`src/rtl/hazard_scoreboard.sv`:
```
module hazard_scoreboard #(
  parameter int NREG     = 32,
  parameter int RD_PORTS = 3
) (
  input  logic            clk,
  input  logic            rst_n,
  input  logic            dec_valid,
  input  logic [NREG-1:0] dec_src,
  input  logic [NREG-1:0] dec_dst,
  input  logic [NREG-1:0] wb_mask,
  input  logic            down_stall,
  output logic            stall,
  output logic [NREG-1:0] rd_grant,
  output logic [NREG-1:0] rd_left,
  output logic [NREG-1:0] busy
);
  localparam int CW = $clog2(NREG + 1);
  localparam logic [CW-1:0] LIM = CW'(RD_PORTS);

  logic [NREG-1:0] busy_q, left_q, dst_q;
  logic            hold_q;

  logic            act, pass;
  logic [NREG-1:0] act_src, act_dst, elig, remain, reserve;
  logic [CW-1:0]   cnt [NREG+1];

  assign act     = hold_q | dec_valid;
  assign act_src = hold_q ? left_q : (dec_valid ? dec_src : '0);
  assign act_dst = hold_q ? dst_q : dec_dst;
  assign elig    = down_stall ? '0 : (act_src & ~busy_q);

  assign cnt[0] = '0;
  for (genvar i = 0; i < NREG; i++) begin : g_pick
    assign rd_grant[i] = elig[i] && (cnt[i] < LIM);
    assign cnt[i+1]    = cnt[i] + CW'(rd_grant[i]);
  end

  assign remain  = act_src & ~rd_grant;
  assign pass    = act & ~down_stall & ~(|remain);
  assign reserve = pass ? act_dst : '0;
  assign stall   = down_stall | (|remain);
  assign rd_left = remain;
  assign busy    = busy_q;

  always_ff @(posedge clk) begin
    if (!rst_n) begin
      busy_q <= '0;
      left_q <= '0;
      dst_q  <= '0;
      hold_q <= 1'b0;
    end else begin
      busy_q <= (busy_q & ~wb_mask) | reserve;
      hold_q <= act & ~pass;
      left_q <= remain;
      dst_q  <= act_dst;
    end
  end

  assert_port_limit_R3: assert property (@(posedge clk) disable iff (!rst_n)
    $countones(rd_grant) <= RD_PORTS);

  assert_no_busy_grant_R2: assert property (@(posedge clk) disable iff (!rst_n)
    (rd_grant & busy) == '0);

  assert_down_freeze_R7: assert property (@(posedge clk) disable iff (!rst_n)
    down_stall |-> (stall && rd_grant == '0));

  assert_retire_R6: assert property (@(posedge clk) disable iff (!rst_n)
    1'b1 |=> ((busy & $past(wb_mask & ~reserve)) == '0));

  assert_reserve_R5: assert property (@(posedge clk) disable iff (!rst_n)
    pass |=> ((busy & $past(act_dst)) == $past(act_dst)));

  assert_left_stall_R4: assert property (@(posedge clk) disable iff (!rst_n)
    (!down_stall && rd_left != '0) |-> stall);
endmodule

```
`config.mk`:
```
export PLATFORM = sky130hd
export DESIGN_NAME = hazard_scoreboard
export DESIGN_NICKNAME = d
export VERILOG_FILES = /design/src/rtl/hazard_scoreboard.sv
export SDC_FILE = /design/constraint.sdc
export NUM_CORES = 1
export LEC_CHECK = 0
export BUFFER_PORTS_ARGS = -buffer_cell sky130_fd_sc_hd__buf_2
export CAP_MARGIN = 25
export CORE_UTILIZATION = 25
export CTS_CLUSTER_SIZE = 40
export DETAILED_ROUTE_END_ITERATION = 10
export GPL_TIMING_DRIVEN = 0
export SLEW_MARGIN = 20
export SYNTH_ARGS = -nofsm -noshare
export SYNTH_HDL_FRONTEND = slang
export SYNTH_SLANG_ARGS = --single-unit
```
`constraint.sdc`:
```
create_clock -name clk -period 164.5 [get_ports clk]
set_input_delay 41.125 -clock clk [delete_from_list [all_inputs] [get_ports clk]]
set_output_delay 41.125 -clock clk [all_outputs]
set_load 0.02 [all_outputs]
```
# After elaboration in Yosys (flattened, before gate mapping)
# Cells that the tools add are included.
totals:
  word_cells: 117
  input_bits: 100
  output_inout_bits: 97
  ff_bits: 97
classes:
  mux: 5
  reduce_logical: 32
  bitwise: 15
  n_addsub: 30
  order_cmp: 31
op_table:
  columns: ["operator", "n"]
  rows:
  - ["two-way mux 32 bit", 5]
  - ["less-than comparator 6 x 2 -> 1 bit, second input constant", 26]
  - ["adder 6 x 1 -> 6 bit", 25]
  - ["bitwise AND 32 bit", 3]
  - ["NOT 32 bit", 3]
  - ["OR 32 bit", 1]
  - ["OR reduction 32 bit", 1]
  - ["logical AND 1 bit", 31]
  - ["adder 5 x 1 -> 6 bit", 1]
  - ["adder 4 x 1 -> 5 bit", 1]
  - ["less-than comparator 5 x 2 -> 1 bit, second input constant", 1]
  - ["adder 3 x 1 -> 4 bit", 1]
  - ["less-than comparator 4 x 2 -> 1 bit, second input constant", 1]
  - ["adder 2 x 1 -> 3 bit", 1]
  - ["bitwise AND 1 bit", 3]
  - ["less-than comparator 3 x 2 -> 1 bit, second input constant", 1]
  - ["NOT 1 bit", 3]
  - ["adder 1 x 1 -> 2 bit", 1]
  - ["less-than comparator 1 x 2 -> 1 bit, second input constant", 1]
  - ["less-than comparator 2 bit, second input constant", 1]
  - ["OR 1 bit", 2]

# Logic depth before layout (Yosys ltp)
logic_depth:
  word_depth: 103
  depth_mapped: 264
  ltp_nobuf: 253

# Worst setup path after synthesis
# Ideal clock, no wire load.
synth_path:
  kind: "in2out"
  start: "in down_stall"
  end: "out stall"
  required_time_ps: 123375
  setup_slack_ps: 25492
  n_path_buf: 15
  arrival_ps: 97883
  path_stages: 248
  path_cell_list: "clkbuf_1 clkbuf_1 clkbuf_1 nor3_1 ha_1 a211oi_1 nor2b_1 fa_1 a211oi_1 nor2b_1 ha_1 xor2_1 and3b_1 nor3_1 ha_1 ha_1 a211oi_1 nor2b_1 [... 212 more ...] nand3_1 o21ai_0 a21oi_1 xnor2_1 xnor2_1 nor4_1 nand2_1 nor2_1 ha_1 ha_1 nand2_1 a221o_1 nor3_1 a211oi_1 nor4bb_1 mux2_2 o21bai_2 or2_1"
synth_between:
  elab_chain_cells: 97
synth_lines:
  columns: ["element", "line_no", "text"]
  rows:
  - ["start: declaration", "11", "input logic down_stall,"]
  - ["two-way mux 32 bit (*)", "30", "assign elig = down_stall ? '0 : (act_src & ~busy_q);"]
  - ["net rd_grant[0]", "13", "output logic [NREG-1:0] rd_grant,"]
  - ["less-than comparator 1 x 2 -> 1 bit", "34", "assign rd_grant[i] = elig[i] && (cnt[i] < LIM);"]
  - ["logical AND 1 bit", "34", null]
  - ["adder 1 x 1 -> 2 bit (*)", "35", "assign cnt[i+1] = cnt[i] + CW'(rd_grant[i]);"]
  - ["less-than comparator 2 bit (*)", "34", null]
  - ["logical AND 1 bit (*)", "34", null]
  - ["net rd_grant[2]", "13", null]
  - ["[... 3 more ...]", null, null]
  - ["net rd_grant[3]", "13", null]
  - ["[... 3 more ...]", null, null]
  - ["net rd_grant[4]", "13", null]
  - ["[... 3 more ...]", null, null]
  - ["net rd_grant[5]", "13", null]
  - ["[... 3 more ...]", null, null]
  - ["net rd_grant[6]", "13", null]
  - ["[... 3 more ...]", null, null]
  - ["net rd_grant[7]", "13", null]
  - ["[... 3 more ...]", null, null]
  - ["net rd_grant[8]", "13", null]
  - ["[... 3 more ...]", null, null]
  - ["net rd_grant[9]", "13", null]
  - ["[... 3 more ...]", null, null]
  - ["net rd_grant[10]", "13", null]
  - ["[... 3 more ...]", null, null]
  - ["net rd_grant[11]", "13", null]
  - ["[... 3 more ...]", null, null]
  - ["net rd_grant[12]", "13", null]
  - ["[... 3 more ...]", null, null]
  - ["net rd_grant[13]", "13", null]
  - ["[... 3 more ...]", null, null]
  - ["net rd_grant[14]", "13", null]
  - ["[... 3 more ...]", null, null]
  - ["net rd_grant[15]", "13", null]
  - ["[... 3 more ...]", null, null]
  - ["net rd_grant[16]", "13", null]
  - ["[... 3 more ...]", null, null]
  - ["net rd_grant[17]", "13", null]
  - ["[... 3 more ...]", null, null]
  - ["net rd_grant[18]", "13", null]
  - ["[... 3 more ...]", null, null]
  - ["net rd_grant[19]", "13", null]
  - ["[... 3 more ...]", null, null]
  - ["net rd_grant[20]", "13", null]
  - ["[... 3 more ...]", null, null]
  - ["net rd_grant[21]", "13", null]
  - ["[... 3 more ...]", null, null]
  - ["net rd_grant[22]", "13", null]
  - ["[... 3 more ...]", null, null]
  - ["net rd_grant[23]", "13", null]
  - ["[... 3 more ...]", null, null]
  - ["net rd_grant[24]", "13", null]
  - ["[... 3 more ...]", null, null]
  - ["net rd_grant[25]", "13", null]
  - ["[... 3 more ...]", null, null]
  - ["net rd_grant[26]", "13", null]
  - ["[... 3 more ...]", null, null]
  - ["net rd_grant[27]", "13", null]
  - ["[... 3 more ...]", null, null]
  - ["net rd_grant[28]", "13", null]
  - ["[... 3 more ...]", null, null]
  - ["net rd_grant[29]", "13", null]
  - ["[... 3 more ...]", null, null]
  - ["net rd_grant[30]", "13", null]
  - ["adder 6 x 1 -> 6 bit (*)", "35", null]
  - ["less-than comparator 6 x 2 -> 1 bit (*)", "34", null]
  - ["logical AND 1 bit (*)", "34", null]
  - ["net rd_grant[31]", "13", null]
  - ["NOT 32 bit (*)", "38", "assign remain = act_src & ~rd_grant;"]
  - ["bitwise AND 32 bit (*)", "38", null]
  - ["OR reduction 32 bit (*)", "41", "assign stall = down_stall | (|remain);"]
  - ["OR 1 bit (*)", "41", null]
  - ["end: declaration", "12", "output logic stall,"]
# The timed path passes the listed nets; every way through them passes the cells marked *.

# Worst setup path in the final report
layout_path:
  start: "in down_stall"
  end: "out stall"
layout_between:
  elab_chain_cells: 97
layout_lines:
  columns: ["element", "line_no"]
  rows:
  - ["two-way mux 32 bit", "30"]
  - ["less-than comparator 1 x 2 -> 1 bit", "34"]
  - ["logical AND 1 bit", "34"]
  - ["adder 1 x 1 -> 2 bit", "35"]
  - ["less-than comparator 2 bit", "34"]
  - ["logical AND 1 bit", "34"]
  - ["adder 2 x 1 -> 3 bit", "35"]
  - ["less-than comparator 3 x 2 -> 1 bit", "34"]
  - ["[... 81 more ...]", null]
  - ["logical AND 1 bit", "34"]
  - ["adder 6 x 1 -> 6 bit", "35"]
  - ["less-than comparator 6 x 2 -> 1 bit", "34"]
  - ["logical AND 1 bit", "34"]
  - ["NOT 32 bit", "38"]
  - ["bitwise AND 32 bit", "38"]
  - ["OR reduction 32 bit", "41"]
  - ["OR 1 bit (*)", "41"]
# Every way passes the cells marked *; elsewhere a longest branch is shown, timed or not.

==> impl_results.md <==
* Status: complete, no violations
* Most used flip-flop cell after synthesis: dfxtp_1
* Horiz. Die Dim at 199 microns
* Largest cells by area after synthesis: dfxtp_1 (20%), ha_1 (7.6%), mux2i_1 (5.7%)
* Minimum clock period at 141.81 ns
* Most frequent CP cell: ha_1
* Area Overhead vs Synth at 20.1%
* Mapped Area at 9710 sq um
* Clock Skew at 0.00829 ns
* RSZ-0062 raised after global routing: no
* CP peak stage delay at 0.71 ns
* Max-slew violations at 0
* Final net count at 1545
* Slowest-stage cell, CP: clkbuf_1
* Fill cells at 4127
* Grt ovf at 0
* Total GRT Usage at 0.178
* Yosys top cell by area: dfxtp_1
* #FFs+latches synth at 97
* Total negative setup slack at 0 ns
* Port Buffers at 196
* Startpoint Class: input pin
* Synth Warn # at 0
* Via density at 5.24
* Clock Latency Late Sink at 0.38 ns
* Drt pass-1 iters at 6
* H-tree depth at 3
* Final setup viols at 0
* Post-Synthesis Cells at 1177
* Final hold vios at 0
* Initial antenna violation count at 2
* Final Cycle Share at 0.862
* WP data arrival at 100.68 ns
* Die height at 199 microns
* Num ports at 197
* Worst rel slew slack at 0.305
* F_max at 7.05 MHz
* Vias in the first global route at 9576
* DR vias at 9970
* Initial Utilization at 0.256
* FP Rows at 71
* DR WL/cell at 18.6 microns
* Global-route wire length before repair at 53700 microns
* Tot Pwr at 0.153 mW
* CP required at 123.38 ns
* Max-capacitance violation count at 0
* DP HPWL at 28100 microns
* Yosys top cell area share at 0.200
* Synth cell types at 95
* Worst Tran Pin Value at 1.04 ns
* Deepest clock path buffer count at 2
* DRT Wirelength at 35400 microns
* CTS Hold Buffers Added at 0
* CP Class: input pin to output pin
* Setup Buffers After CTS at 0
* Ys async rst share at 0
* Avg Cell Area, Syn at 8.25 sq um
* Post-synth EDFFs at 0
* Core Area at 37900 sq um
* Synth Net Count at 1337
* DRC Markers at 0
* GP Congestion at 0.904
* Reg-to-reg slack, setup at 105.66 ns
* Post-synthesis sequential area ratio at 0.200
* CTS sink count at 97
* Largest net degree at the start of global routing at 19
* Path category of the worst min-delay check: flop to flop
* CP Capture Type: output pin
* Most frequent cells in the layout: buf_2 (204), nand2_1 (102), dfxtp_1 (97), nor2_1 (77), ha_1 (59)
* CP Max Fanout at 10
* Clock transition at the registers of the reported paths at 0.08 ns
* Layout cells sized above 1 at 0.209
* DRT iter0 DRCs at 657
* Detail Route Antenna Nets at 0
* Power Density at 13.1 nW/um^2
* Die area at 39600 sq um
* CTS tree: done
* CTS resizes at 0
* Peak VDD IR at 0.00916 mV
* Num CTS Buffers at 9
* Commonest non-fill, non-tap cell in the layout: buf_2
* CTS root buf: clkbuf_16
* Static leakage at 5.01 nW
## worst paths after layout
| check | start | to | depth (start not counted) |
|---|---|---|---|
| max | down_stall | stall | 249 |
| min | busy[31]$_SDFF_PN0_ | busy[31]$_SDFF_PN0_ | 2 |
| max reg2reg | hold_q$_SDFF_PN0_ | busy[7]$_SDFF_PN0_ | 247 |
| min reg2reg | busy[31]$_SDFF_PN0_ | busy[31]$_SDFF_PN0_ | 2 |
## critical path, delay by kind of cell
family	cells	cell delay, ns
compound gates	43	10.16
xor+xnor	30	8.53
fa+ha+maj	50	12.61
buf+inv	19	6.23
mux	10	1.67
simple gates	97	20.24
## layout make-up
cell class,count,area [sq um],area share
Clock inverter,7,90.1,0.00772
Sequential cell,97,1940,0.166
Multi-Input combinational cell,1010,7440,0.638
Timing Repair Buffer,197,996,0.0854
Antenna cell,2,5.00,0.000429
Inverter,13,48.8,0.00418
Tap cell,511,639,0.0548
Buffer,57,278,0.0238
Clock buffer,9,225,0.0193
## routing by layer
metal	GRT usage	vias up	wire length (microns)
met4	0.0718	0	1110
met2	0.294	332	16400
met3	0.0285	62	1920
met5	0	-	0
li1	-	4829	-
met1	0.229	4747	15900
## registers in the layout (all words and copies together) (netlist names)
signal  count
busy       32
left_q     32
hold_q      1
dst_q      32
## logic make-up after synthesis
logic type / count (synthesis) / synth area share
DFF: 97 / 0.200
AOI/OAI and AO/OA: 271 / 0.192
muxes: 60 / 0.0633
and+or+nand+nor: 507 / 0.285
xor gates and xnor gates: 110 / 0.145
buffers and inverters: 70 / 0.0336
adders and majority gates: 62 / 0.0801
## metrics by stage
step           hold WS [ns]  setup WS, ns  instance area [sq um]  instances  utilization
4_1_cts               0.501         23.09                  11600       1900        0.307
2_1_floorplan         0.503         25.49                   9710       1177            -
6_report              0.501         22.69                  11700       1903        0.308
3_5_place_dp          0.489         23.34                  11300       1884        0.299
5_1_grt               0.535         17.04                  11700       1903        0.308
3_3_place_gp          0.489         24.09                  11300       1884        0.299
## cells in the mapped netlist (5+ instances only)
cell and count:
xor2_1 15, nand2b_1 6, a211o_1 6, a22oi_1 35, or3_1 5, buf_2 8, nor2b_1 36, or2_2 6
buf_6 6, o21ai_0 31, nor2_1 77, o22ai_1 9, and3_1 11, nand3_1 48, nor3b_1 9, clkbuf_1 36
nor3_1 36, and2_1 40, inv_1 13, xnor3_1 11, and2b_1 9, xor2_2 9, nor4_1 14, dfxtp_1 97
mux2i_1 55, a211oi_1 19, nand3b_1 33, nand4_1 43, xnor2_1 56, ha_1 59, a21oi_1 39, a31oi_1 14
nand2_1 102, a2111oi_0 13, xnor2_2 9, or4_1 7, o211ai_1 6, o21ai_1 37, a21o_1 10
## power by group
| group | internal, mW | switching [mW] | total (mW) |
|---|---|---|---|
| Sequential | 0.0251 | 0.000524 | 0.0256 |
| Combinational | 0.0377 | 0.0662 | 0.104 |
| Clock | 0.0122 | 0.0116 | 0.0238 |
(Power assumes the default switching activity.)
